File: config.mk
export PLATFORM = sky130hd
export DESIGN_NAME = pir_rate_gen
export DESIGN_NICKNAME = d
export VERILOG_FILES = /design/src/rtl/pir_pkg.sv /design/src/rtl/pir_cfg_latch.sv /design/src/rtl/pir_rate_decode.sv /design/src/rtl/pir_timebase.sv /design/src/rtl/pir_flag_out.sv /design/src/rtl/pir_rate_gen.sv
export SDC_FILE = /design/constraint.sdc
export NUM_CORES = 1
export LEC_CHECK = 0
export BUFFER_PORTS_ARGS = -buffer_cell sky130_fd_sc_hd__buf_2
export CELL_PAD_IN_SITES_DETAIL_PLACEMENT = 0
export CELL_PAD_IN_SITES_GLOBAL_PLACEMENT = 2
export CORE_ASPECT_RATIO = 0.7
export CORE_UTILIZATION = 35
export DETAILED_ROUTE_END_ITERATION = 7
export GPL_TIMING_DRIVEN = 0
export PLACE_DENSITY = 0.82
export SYNTH_ARGS = -nofsm -noshare
export SYNTH_HDL_FRONTEND = slang
export SYNTH_SLANG_ARGS = --single-unit
File: constraint.sdc
create_clock -name clk_i -period 3.6 [get_ports clk_i]
set_clock_uncertainty 0.2 [all_clocks]
set_input_delay 0.9 -clock clk_i [delete_from_list [all_inputs] [get_ports clk_i]]
set_output_delay 0.9 -clock clk_i [all_outputs]
set_load 0.05 [all_outputs]
File: src/rtl/pir_pkg.sv
package pir_pkg;
  // Width of the status mask handed to the flag register.
  localparam int FLAG_W   = 8;
  // Bit positions decoded by the neighbouring status register.
  localparam int IRQ_BIT  = 7;
  localparam int PER_BIT  = 6;
  // Codes up to ALIAS_MAX are folded onto slower codes by adding ALIAS_OFS.
  localparam int ALIAS_MAX = 2;
  localparam int ALIAS_OFS = 7;

  localparam logic [FLAG_W-1:0] FLAG_SET =
    FLAG_W'((1 << IRQ_BIT) | (1 << PER_BIT));
endpackage

File: src/rtl/pir_cfg_latch.sv
module pir_cfg_latch #(
  parameter int CODE_W = 4
) (
  input  logic              clk_i,
  input  logic              rst_ni,
  input  logic              restart_i,
  input  logic [CODE_W-1:0] code_i,
  input  logic              en_i,
  output logic [CODE_W-1:0] code_q,
  output logic              en_q
);
  // Settings are captured only on a restart strobe and are otherwise held.
  always_ff @(posedge clk_i or negedge rst_ni) begin
    if (!rst_ni) begin
      code_q <= '0;
      en_q   <= 1'b0;
    end else if (restart_i) begin
      code_q <= code_i;
      en_q   <= en_i;
    end
  end
endmodule

File: src/rtl/pir_rate_decode.sv
module pir_rate_decode
  import pir_pkg::*;
#(
  parameter int CODE_W = 4,
  parameter int CNT_W  = 15
) (
  input  logic [CODE_W-1:0] code_i,
  output logic [CNT_W-1:0]  mask_o,
  output logic              live_o
);
  logic [CODE_W-1:0] eff;
  int                eff_int;

  // Fold the two fastest codes onto slower ones.
  always_comb begin
    eff = code_i;
    if (code_i != '0 && code_i <= CODE_W'(ALIAS_MAX))
      eff = code_i + CODE_W'(ALIAS_OFS);
    eff_int = int'(eff);
  end

  // The period is 2^(eff-1); the low eff-1 count bits must be zero at a boundary.
  for (genvar g = 0; g < CNT_W; g++) begin : g_mask
    assign mask_o[g] = (eff_int > g + 1);
  end

  assign live_o = (code_i != '0);
endmodule

File: src/rtl/pir_timebase.sv
module pir_timebase #(
  parameter int CNT_W = 15
) (
  input  logic             clk_i,
  input  logic             rst_ni,
  input  logic             tick_i,
  output logic [CNT_W-1:0] count_q
);
  logic [CNT_W-1:0] count_nx;

  // Wraps modulo 2^CNT_W; every legal period divides the wrap evenly.
  assign count_nx = count_q + CNT_W'(1);

  always_ff @(posedge clk_i or negedge rst_ni) begin
    if (!rst_ni)     count_q <= '0;
    else if (tick_i) count_q <= count_nx;
  end
endmodule

File: src/rtl/pir_flag_out.sv
module pir_flag_out
  import pir_pkg::*;
#(
  parameter int CNT_W = 15
) (
  input  logic              clk_i,
  input  logic              rst_ni,
  input  logic              tick_i,
  input  logic              en_i,
  input  logic              live_i,
  input  logic [CNT_W-1:0]  mask_i,
  input  logic [CNT_W-1:0]  count_i,
  output logic              pulse_q,
  output logic [FLAG_W-1:0] flags_q
);
  logic [CNT_W-1:0] upcoming;
  logic             hit;

  // Judge the value the count takes on this tick against the active period.
  assign upcoming = count_i + CNT_W'(1);
  assign hit      = tick_i && en_i && live_i && ((upcoming & mask_i) == '0);

  always_ff @(posedge clk_i or negedge rst_ni) begin
    if (!rst_ni) begin
      pulse_q <= 1'b0;
      flags_q <= '0;
    end else begin
      pulse_q <= hit;
      flags_q <= hit ? FLAG_SET : '0;
    end
  end
endmodule

File: src/rtl/pir_rate_gen.sv
module pir_rate_gen
  import pir_pkg::*;
#(
  parameter int CODE_W = 4,
  parameter int CNT_W  = 15
) (
  input  logic              clk_i,
  input  logic              rst_ni,
  input  logic              tick_en_i,
  input  logic [CODE_W-1:0] rate_code_i,
  input  logic              rate_en_i,
  input  logic              restart_i,
  output logic              pulse_o,
  output logic [FLAG_W-1:0] flag_set_o
);
  logic [CODE_W-1:0] act_code;
  logic              act_en;
  logic [CNT_W-1:0]  per_mask;
  logic              code_live;
  logic [CNT_W-1:0]  count_q;

  pir_cfg_latch #(.CODE_W(CODE_W)) u_cfg (
    .clk_i    (clk_i),
    .rst_ni   (rst_ni),
    .restart_i(restart_i),
    .code_i   (rate_code_i),
    .en_i     (rate_en_i),
    .code_q   (act_code),
    .en_q     (act_en)
  );

  pir_rate_decode #(.CODE_W(CODE_W), .CNT_W(CNT_W)) u_dec (
    .code_i(act_code),
    .mask_o(per_mask),
    .live_o(code_live)
  );

  pir_timebase #(.CNT_W(CNT_W)) u_tb (
    .clk_i  (clk_i),
    .rst_ni (rst_ni),
    .tick_i (tick_en_i),
    .count_q(count_q)
  );

  pir_flag_out #(.CNT_W(CNT_W)) u_out (
    .clk_i  (clk_i),
    .rst_ni (rst_ni),
    .tick_i (tick_en_i),
    .en_i   (act_en),
    .live_i (code_live),
    .mask_i (per_mask),
    .count_i(count_q),
    .pulse_q(pulse_o),
    .flags_q(flag_set_o)
  );
endmodule

* Word-level counts from Yosys, hierarchy flattened
Index checks and enable logic that the tools add are counted.
** Word-level totals
- Bits in registers :: 29
- Input port bits :: 9
- Output and inout bits :: 9
** Operators by class
- $add $sub $neg :: 2
- Order comparisons :: 16
- Multiplexer cells :: 2
- Bitwise operators :: 1
- Reduce and logical (&&, ||, !) cells :: 6
** Operator list (number)
- $gt 4x4->1 const B :: 8
- $gt 4x3->1 const B :: 4
- $add 15x1->15 const B :: 1
- $and 15x15->15 :: 1
- $logic_not 15->1 :: 1
- $gt 4x2->1 const B :: 2
- $mux 8 :: 1
- $add 4x3->4 const B :: 1
- $gt 4x1->1 const B :: 1
- $le 4x2->1 const B :: 1
- $logic_and 1x1->1 :: 4
- $mux 4 :: 1
- $reduce_bool 4->1 :: 1

* Logic depth before layout (Yosys ltp)
Gate-level depths: netlist of the first run.
- Word-level depth :: 8
- Gate-level depth with buffers :: 9

* Cells and area by module
From an unflattened synthesis of the first run, not the netlist that was laid out.
** Unflattened totals
- Cells, all modules :: 175
- Area total of the unflattened synthesis :: 1611.5 um^2
** By module, submodules not included
- pir_timebase :: instances 1, cells each 54, area each 653.1 um^2, sequential area each 375.4 um^2
- pir_flag_out :: instances 1, cells each 64, area each 500.5 um^2, sequential area each 25.0 um^2
- pir_rate_decode :: instances 1, cells each 47, area each 276.5 um^2, sequential area each 0.0 um^2
- pir_cfg_latch :: instances 1, cells each 10, area each 181.4 um^2, sequential area each 125.1 um^2

* Worst setup path after synthesis of the first run
OpenSTA, ideal clock, no wires.
- Path type :: register -> register
- Start :: register u_cfg.code_q[0]
- End :: register u_out.flags_q[6]
- Library setup time :: 0.096 ns
- Data arrival time :: 2.068 ns
- Required time :: 3.304 ns
- Setup slack :: 1.236 ns
- Stages on the path, launching flop included :: 10
- Buffers on the path :: 1
- Clock period less this slack :: 2.364 ns
- Cell sequence :: dfrtp_1 -> clkbuf_2 -> inv_1 -> ha_1 -> or4b_4 -> nand3_1 -> nand2_1 -> o311ai_0 -> a21oi_1 -> nor4_2
** Between the ends
- Longest elaborated chain between the ends :: 8
** RTL lines
- start: declaration :: line pir_cfg_latch.sv:9 : output logic [CODE_W-1:0] code_q,
- start signal: assignment :: line pir_cfg_latch.sv:18 : code_q <= code_i;
- $le 4x2->1 / $reduce_bool 4->1 (equally long branches) :: line pir_rate_decode.sv:17, pir_rate_decode.sv:27
- $logic_and 1x1->1 :: line pir_rate_decode.sv:17 : if (code_i != '0 && code_i <= CODE_W'(ALIAS_MAX))
- $mux 4 :: line pir_rate_decode.sv:17
- $gt 4x1->1 (tied with other cells) :: line pir_rate_decode.sv:24 : assign mask_o[g] = (eff_int > g + 1);
- $and 15x15->15 :: line pir_flag_out.sv:21 : assign hit = tick_i && en_i && live_i && ((upcoming & mask_i) == '0);
- $logic_not 15->1 :: line pir_flag_out.sv:21
- $logic_and 1x1->1 * :: line pir_flag_out.sv:21
- named net u_out.hit :: line pir_flag_out.sv:17 : logic hit;
- $mux 8 * :: line pir_flag_out.sv:29 : flags_q <= hit ? FLAG_SET : '0;
- end signal: assignment :: line pir_flag_out.sv:29
- end: declaration :: line pir_flag_out.sv:14 : output logic [FLAG_W-1:0] flags_q
The timed path passes the listed nets; every way through them passes the cells marked *.
A chain may end at the register's enable or synchronous reset.

* Worst setup path in the final report of the first run
- Start :: register u_cfg.code_q[1]
- End :: register u_out.flags_q[6]
Same word-level chain as after synthesis.

==> impl_results.rst, run 1 <==
.. list-table::
   :header-rows: 1

   * - Metric
     - Value
   * - Mapped Area
     - approximately 1400 µm²
   * - Syn-to-layout area delta
     - 13.19%
   * - DR vias/cell
     - between 5 and 6
   * - TritonCTS Buffers
     - 3
   * - Register area share after synthesis
     - 0.3540
   * - Max FO, Critical Path
     - 8
   * - Tightest slew margin relative to the limit
     - 0.4822
   * - Final standard cell utilization of the core
     - 0.4333
   * - Peak clock frequency supported by timing
     - 354.2 MHz
   * - Worst min path class
     - flip-flop to flip-flop
   * - Flip-flop and latch area
     - 500.5 µm²
   * - Via total after detailed routing
     - 1212
   * - Worst endpoint required time
     - 3.56 ns
   * - Total die area
     - 4302 µm²
   * - Initial detailed-routing violation count
     - 117
   * - Outcome
     - complete, no violations
   * - Buffer count from post-CTS setup fixing
     - 0
   * - Number of synthesis warnings
     - 0
   * - Internal portion of total power
     - roughly 500 µW
   * - Gr ovfl total
     - 0
   * - Top-level I/O count
     - 18
   * - RSZ-0062 raised after global routing
     - no
   * - Multi-input gate area
     - 805.8 µm²
   * - Post-synthesis instance total
     - 159
   * - Setup TNS after final layout
     - 0 ns
   * - Number of H-tree levels
     - 1
   * - Placement row count
     - 18
   * - Number of pins exceeding their max-slew limit in the final report
     - 0
   * - Critical Path AT
     - 2.78 ns
   * - Buffer cell driving the clock tree root
     - clkbuf_8
   * - Hold Vio Cnt, Final
     - 0
   * - Number of hold-repair buffers added at the cts stage
     - 0
   * - Leading cell types in the layout, fill and taps excluded
     - nand2_1, dfrtp_1, xnor2_1, buf_2, nor2_1
   * - Clock power frac
     - 0.216
   * - Layout cells sized above 1
     - 0.1910
   * - Worst IR drop on VDD
     - between 150 and 200 µV
   * - Total net switching power
     - 312.1 µW
   * - Power Density
     - roughly 510 nW/µm²
   * - Total track usage
     - 0.1687
   * - Portion of synthesized cell area occupied by the leading cell type
     - 0.3540
   * - DRC violations left
     - 0
   * - GPL Wtd Cong
     - 0.8202
   * - Number of failing setup endpoints in the final timing report
     - 0
   * - Maximum buffer depth of the clock tree
     - 2
   * - Worst Hold Path Cells
     - 1
   * - Clk sink count
     - 20
   * - Placeable Area
     - 3694 µm²
   * - Sequential cell fraction of total power
     - 0.408
   * - Sort of element at the end of the critical path
     - flip-flop
   * - Switching power as a share of total power
     - 0.3846
   * - Clock period minus final worst setup slack
     - approximately 2.8 ns
   * - Cells resized by post-CTS repair
     - 0
   * - Post-route ant nets
     - 0
   * - Clock slew seen by the registers of the worst setup and hold paths
     - 0.08 ns
   * - Initial core utilization
     - 0.3828
   * - HPWL reported at the end of detailed placement
     - between 2000 and 2500 µm
   * - DR WL/cell
     - ~14 µm
   * - Aggregate routed wire length
     - ~3100 µm
   * - PortBufs
     - 10
   * - Overall power after layout
     - just over 800 µW
   * - Count of fill cells added during filler insertion
     - roughly 390
   * - Startpoint Class
     - flip-flop
   * - Cell type contributing the most total cell area after synthesis
     - dfrtp_1
   * - R2R depth
     - 8
   * - Pre-Repair DR Iteration Count
     - 4
   * - Cell types occupying the most area after synthesis
     - dfrtp_1, xnor2_1, nand2_1
   * - Maximum number of pins on one net before global-route repair
     - 21
   * - Proportion of power drawn by combinational gates
     - 0.376
   * - Tcrit/Tclk final
     - 0.7842
   * - Count of max-cap constraint violations
     - 0
   * - Leakage power
     - 0.6878 nW
   * - Width of the chip
     - 77.97 µm
   * - First-pass GRT wire length
     - around 5400 µm
   * - Initial antenna violation count
     - 0
   * - Fin nets
     - roughly 190
   * - Worst slew pin tran
     - 0.7697 ns
   * - Clk Latency, worst-skew pair
     - 0.26 ns
   * - Number of global-route vias before repair
     - 1085
   * - Clock tree from TritonCTS
     - done
   * - Count of different cell masters after synthesis
     - 47
   * - Critical path class
     - flip-flop to flip-flop
   * - Number of flip-flops and latches in the synthesized netlist
     - 20
   * - Die height
     - 55.18 µm
   * - Average footprint of a synthesized cell
     - ~8.9 µm²
   * - Number of inserted diodes
     - 0
cells in the mapped netlist, drive strengths merged:
| cell | number |
|---|---|
| nand3 | 7 |
| nor4 | 4 |
| xnor2 | 16 |
| nor3b | 1 |
| a41oi | 1 |
| xor2 | 2 |
| inv | 6 |
| nand4 | 3 |
| ha | 3 |
| a211o | 1 |
| buf | 10 |
| conb | 1 |
| a21oi | 7 |
| a221oi | 1 |
| o311ai | 2 |
| mux2i | 2 |
| a311oi | 1 |
| o2111ai | 1 |
| o31ai | 1 |
| or4b | 2 |
| and4 | 4 |
| a31oi | 2 |
| o211ai | 1 |
| nor2 | 10 |
| nand2b | 1 |
| and2 | 1 |
| a311o | 1 |
| a22oi | 1 |
| a21o | 1 |
| a21boi | 1 |
| nand2 | 20 |
| clkbuf | 7 |
| dfrtp | 20 |
| o31a | 1 |
| and3 | 2 |
| mux2 | 3 |
| a211oi | 2 |
| a22o | 1 |
| o21ai | 7 |
| o21bai | 1 |
worst paths after layout:
kind,from,end,slack (ns)
max,u_cfg.code_q[1],u_out.flags_q[6],0.78
min,u_tb.count_q[13],u_tb.count_q[13],0.30
max reg2reg,u_cfg.code_q[1],u_out.flags_q[6],0.78
min reg2reg,u_tb.count_q[13],u_tb.count_q[13],0.30
max in group asynchronous,rst_ni,u_tb.count_q[0],2.49
min in group asynchronous,rst_ni,u_cfg.code_q[0],0.38
flip-flops by register name (all words and copies together), names as in the netlist:
register       cells
u_tb.count_q      14
u_out.flags_q      1
u_cfg.en_q         1
u_cfg.code_q       4
critical path: stages, from the launching register on:
cell	delay, ns
dfrtp_1	0.51
inv_1	0.14
ha_1	0.30
or4b_4	0.53
nand3_1	0.10
nand2_1	0.11
o311ai_0	0.40
a21oi_1	0.10
nor4_2	0.34
layout make-up:
type,instances,area share
Multi-Input combinational cell,121,0.5035
Sequential cell,20,0.3127
Buffer,17,0.06489
Tap cell,50,0.03909
Clock buffer,4,0.03440
Timing Repair Buffer,10,0.03127
Inverter,6,0.01407
cells by family (layout without fill, tap and decap cells):
group / after synthesis / in the layout / synth area share
mux: 5 / 5 / 0.03805
xor+xnor: 18 / 18 / 0.1115
fa+ha+maj: 3 / 3 / 0.02655
simple gates: 55 / 55 / 0.2062
compound gates: 34 / 34 / 0.1717
flops: 20 / 20 / 0.3540
buf+inv: 23 / 37 / 0.08937
other cells: 1 / 6 / 0.002652
per-layer routing:
layer / GRT usage / up-vias / share of wire
li1: - / 593 / -
met1: 0.2422 / 572 / 0.51
met2: 0.2670 / 45 / 0.41
met3: 0.03607 / 2 / 0.078
met4: 0.02778 / 0 / 0.0029
met5: 0 / - / 0
power groups by stage:
| stage | clock, mW | combinational, mW | sequential, mW |
|---|---|---|---|
| 3_3_place_gp | 0 | 0.302 | 0.332 |
| 3_5_place_dp | 0 | 0.306 | 0.332 |
| 4_1_cts | 0.181 | 0.306 | 0.329 |
| 5_1_grt | 0.192 | 0.336 | 0.338 |
| 6_report | 0.175 | 0.305 | 0.331 |
| 2_1_floorplan | 0 | 0.241 | 0.322 |
stage by stage:
step | area, µm² | setup slack [ns] | std cells | hold WS, ns
floorplan | 1433 | 1.236 | 164 | 0.2657
global placement | 1545 | 0.8445 | 224 | 0.3031
detailed placement | 1545 | 0.8651 | 224 | 0.2997
CTS | 1600 | 0.8253 | 228 | 0.3098
global route | 1600 | 0.5556 | 228 | 0.3562
finish | 1600 | 0.7768 | 228 | 0.3004
Power figures use the tool's default switching activity.
==> run 2: changes to the inputs <==
- ABC_AREA: not set -> 1
- CORE_UTILIZATION: 35 -> 28
- PLACE_DENSITY: 0.82 -> 0.77
- clock period: 3.6 -> 2.5 ns (I/O delays scaled with it)
==> run 2 against run 1 <==
  * Design area grew 5.0%
  * Die area rose by 29%
  * Core utilization shrank 9.1 points
  * Non-clock buffer count is 5 lower
  * Clock-buffer cell count unchanged
  * Cell count up 35%
  * Hold slack worse by 0.20 ns
  * Synthesized area increased by 4.0%
  * Sequential power up 45%
  * Via count is 8.5% higher
==> impl_results.rst, run 2 <==
.. list-table::
   :header-rows: 1

   * - Metric
     - Value
   * - Critical-path cell with the highest stage delay
     - dfrtp_1 (was or4b_4)
   * - Sort of element at the end of the critical path
     - flip-flop (unchanged)
   * - Clock period minus final worst setup slack
     - 2.080 ns (was 2.823 ns)
   * - Registers with the most flip-flops
     - u_tb.count_q: 14 flops, u_cfg.code_q: 4 flops (unchanged)
   * - Cell with the most instances on the worst path
     - nand2_1
   * - Register area share after synthesis
     - 0.3404 (was 0.3540)
   * - Worst slew pin tran
     - 0.5465 ns (was 0.7697 ns)
   * - Startpoint Class
     - flip-flop (unchanged)
   * - Setup TNS after final layout
     - 0 ns (unchanged)
   * - Initial antenna violation count
     - 0 (unchanged)
   * - Number of H-tree levels
     - 1 (unchanged)
   * - Number of synthesis warnings
     - 0 (unchanged)
   * - Count of different cell masters after synthesis
     - 26 (was 47)
   * - Top register by number of flip-flops
     - u_tb.count_q (unchanged)
   * - Overall power after layout
     - 1.207 mW (was 811.4 µW)
   * - Clk sink count
     - 20 (unchanged)
   * - Most common cell after layout, fill and taps aside
     - nand2_1
   * - Top-level I/O count
     - 18 (unchanged)
   * - Buffer count from post-CTS setup fixing
     - 0 (unchanged)
   * - Portion of synthesized cell area occupied by the leading cell type
     - 0.3404 (was 0.3540)
   * - DR vias/cell
     - 4.283 (was 5.316)
   * - Reg2Reg Launch Point
     - u_cfg.code_q[0] (was u_cfg.code_q[1])
   * - Max FFs per register
     - 14 (unchanged)
   * - Worst min path class
     - input pin to asynchronous set/reset pin (was flip-flop to flip-flop)
   * - Worst IR drop on VDD
     - 307.1 µV (was 198.3 µV)
   * - Clock tree from TritonCTS
     - done (unchanged)
   * - TritonCTS Buffers
     - 3 (unchanged)
   * - Maximum number of pins on one net before global-route repair
     - 21 (unchanged)
   * - Outcome
     - complete, no violations (unchanged)
   * - Critical Path AT
     - 2.08 ns (was 2.78 ns)
   * - Aggregate routed wire length
     - 3351 µm (was 3141 µm)
   * - Leading cell types in the layout, fill and taps excluded
     - nand2_1, inv_1, o21ai_0, dfrtp_1, nor2_1 (was nand2_1, dfrtp_1, xnor2_1, buf_2, nor2_1)
   * - Cells resized by post-CTS repair
     - 0 (unchanged)
   * - RSZ-0062 raised after global routing
     - no (unchanged)
   * - Critical path class
     - flip-flop to flip-flop (unchanged)
   * - Final standard cell utilization of the core
     - 0.3420 (was 0.4333)
   * - PortBufs
     - 10 (unchanged)
   * - Pre-Repair DR Iteration Count
     - 4 (unchanged)
   * - Clock slew seen by the registers of the worst setup and hold paths
     - 0.08 ns (about the same)
   * - Mapped Area
     - 1470 µm² (was 1414 µm²)
   * - Peak clock frequency supported by timing
     - 480.7 MHz (was 354.2 MHz)
   * - Buffer cell driving the clock tree root
     - clkbuf_8 (unchanged)
   * - Maximum buffer depth of the clock tree
     - 2 (unchanged)
   * - Number of flip-flops and latches in the synthesized netlist
     - 20 (unchanged)
   * - Fin nets
     - 251 (was 191)
   * - Number of global-route vias before repair
     - 1192 (was 1085)
   * - Max FO, Critical Path
     - 6 (was 8)
   * - Register-to-register setup slack
     - 0.42 ns (was 0.78 ns)
   * - Prevailing post-synth register cell
     - dfrtp_1 (unchanged)
   * - DR WL/cell
     - 10.92 µm (was 13.78 µm)
   * - Via total after detailed routing
     - 1315 (was 1212)
   * - Die height
     - 62.63 µm (was 55.18 µm)
   * - Top-count cell post-synth
     - nand2_1
   * - Syn-to-layout area delta
     - 14.30% (was 13.19%)
   * - Number of failing setup endpoints in the final timing report
     - 0 (unchanged)
   * - Post-synth EDFFs
     - 0 (unchanged)
   * - Initial core utilization
     - 0.2992 (was 0.3828)
   * - Count of max-cap constraint violations
     - 0 (unchanged)
   * - Endpoint of the lowest-slack register-to-register path
     - u_out.flags_q[6] (unchanged)
   * - Number of inserted diodes
     - 0 (unchanged)
   * - DRC violations left
     - 0 (unchanged)
   * - First-pass GRT wire length
     - 5802 µm (was 5382 µm)
   * - Total die area
     - 5549 µm² (was 4302 µm²)
   * - Post-synthesis instance total
     - 219 (was 159)
   * - Slowest stage delay, CP
     - 0.42 ns (was 0.53 ns)
   * - CP Cell Sequence
     - inv_1 -> ha_1 -> inv_1 -> nand2_1 -> nand3_4 -> nand2_1 -> nand2_1 -> nand2_1 -> nand2_1 -> nor2_1 -> nand2_1 -> nor2_1 -> nand2_1 -> nor2_2 (was inv_1 -> ha_1 -> or4b_4 -> nand3_1 -> nand2_1 -> o311ai_0 -> a21oi_1 -> nor4_2)
   * - HPWL reported at the end of detailed placement
     - 2689 µm (was 2415 µm)
   * - Fraction of registers with async set or reset after synthesis
     - 1.000 (unchanged)
   * - Worst endpoint required time
     - 2.50 ns (was 3.56 ns)
   * - Layout cells sized above 1
     - 0.1639 (was 0.1910)
   * - Width of the chip
     - 88.61 µm (was 77.97 µm)
   * - Power Density
     - 718.4 nW/µm² (was 507.0 nW/µm²)
   * - Average footprint of a synthesized cell
     - 6.713 µm² (was 8.892 µm²)
   * - Initial detailed-routing violation count
     - 54 (was 117)
   * - Placement row count
     - 21 (was 18)
   * - Top cells by instance count after synthesis
     - nand2_1, inv_1, dfrtp_1, o21ai_0, nor2_1 (was dfrtp_1, nand2_1, xnor2_1, nor2_1, buf_4)
   * - R2R depth
     - 14 (was 8)
   * - Leakage power
     - 0.8561 nW (was 0.6878 nW)
   * - Post-route ant nets
     - 0 (unchanged)
   * - Placeable Area
     - 4913 µm² (was 3694 µm²)
   * - Cell type contributing the most total cell area after synthesis
     - dfrtp_1 (unchanged)
   * - Gr ovfl total
     - 0 (unchanged)
   * - Cell types occupying the most area after synthesis
     - dfrtp_1, nand2_1, inv_1 (was dfrtp_1, xnor2_1, nand2_1)
   * - Clk Latency, worst-skew pair
     - 0.26 ns (about the same)
   * - Number of hold-repair buffers added at the cts stage
     - 0 (unchanged)
   * - Tcrit/Tclk final
     - 0.8321 (was 0.7842)
   * - Total track usage
     - 0.1387 (was 0.1687)
   * - Tightest slew margin relative to the limit
     - 0.6357 (was 0.4822)
   * - Hold Vio Cnt, Final
     - 0 (unchanged)
   * - GPL Wtd Cong
     - 0.7776 (was 0.8202)
   * - Number of pins exceeding their max-slew limit in the final report
     - 0 (unchanged)
## run 2: changes by cell type after synthesis, moves of 4 or more
cell     before  now
a21oi_1       6    1
inv_1         6   30
nand2_1      20   75
nand2_2       0    4
nand3_1       7   12
nor2_1       10   14
o21ai_0       7   20
xnor2_1      16    1
## run 2: cell type report
class                   count  area (µm²)
plain buffers              12       78.83
clock buffers               4       55.05
inverters                  32       121.4
fillers                   555        3233
multi-input cells         160       788.3
repair buffers             10       50.05
well taps                  69       86.33
flip-flops and latches     20       500.5
## run 2: logic make-up after synthesis
group | after synthesis | share of synthesized area
AOI/OAI and AO/OA | 25 | 0.09106
xor gates and xnor gates | 5 | 0.02979
adders and majority gates | 3 | 0.02553
buffers and inverters | 44 | 0.1362
DFF | 20 | 0.3404
other | 1 | 0.002551
and+or+nand+nor | 121 | 0.3745
## run 2: how the worst max path moves through the flow
stage,slack (ns),to,start
finish,0.42,u_out.flags_q[6],u_cfg.code_q[0]
global route,0.15,u_out.flags_q[6],u_cfg.code_q[0]
CTS,0.38,u_out.flags_q[6],u_cfg.code_q[0]
detailed placement,0.41,u_out.flags_q[6],u_cfg.code_q[0]
global placement,0.38,u_out.flags_q[6],u_cfg.code_q[0]
floorplan,0.74,u_out.flags_q[6],u_cfg.code_q[0]
## run 2: stage by stage
step	cells	worst slack (ns)	area (µm²)	hold slack, ns
final	307	0.4198	1680	0.1044
after global routing	307	0.1467	1680	0.1467
after floorplan	224	0.7398	1489	0.1294
after detailed placement	303	0.4148	1625	0.3087
after global placement	303	0.3778	1625	0.2977
after CTS	307	0.3834	1680	0.1317
## run 2: power breakdown
part | internal (mW) | switching (mW) | total (mW)
combinational | 0.166 | 0.310 | 0.476
sequential | 0.397 | 0.0836 | 0.481
clock | 0.140 | 0.110 | 0.250
## run 2: worst max-delay path: cells and delay by family (launching register included)
kind / cells / cell delay (ns)
adder cells (fa/ha/maj): 1 / 0.16
buffers and inverters: 2 / 0.18
flip-flops: 1 / 0.42
AND/OR/NAND/NOR: 11 / 1.06
## run 2: metal layers
metal  vias up  GRT usage  wire, µm
met1       586     0.2230      1995
met2        17     0.1827      1250
met4         0    0.02419        16
met5         -          0         0
met3         2    0.03567        89
li1        710          -         -
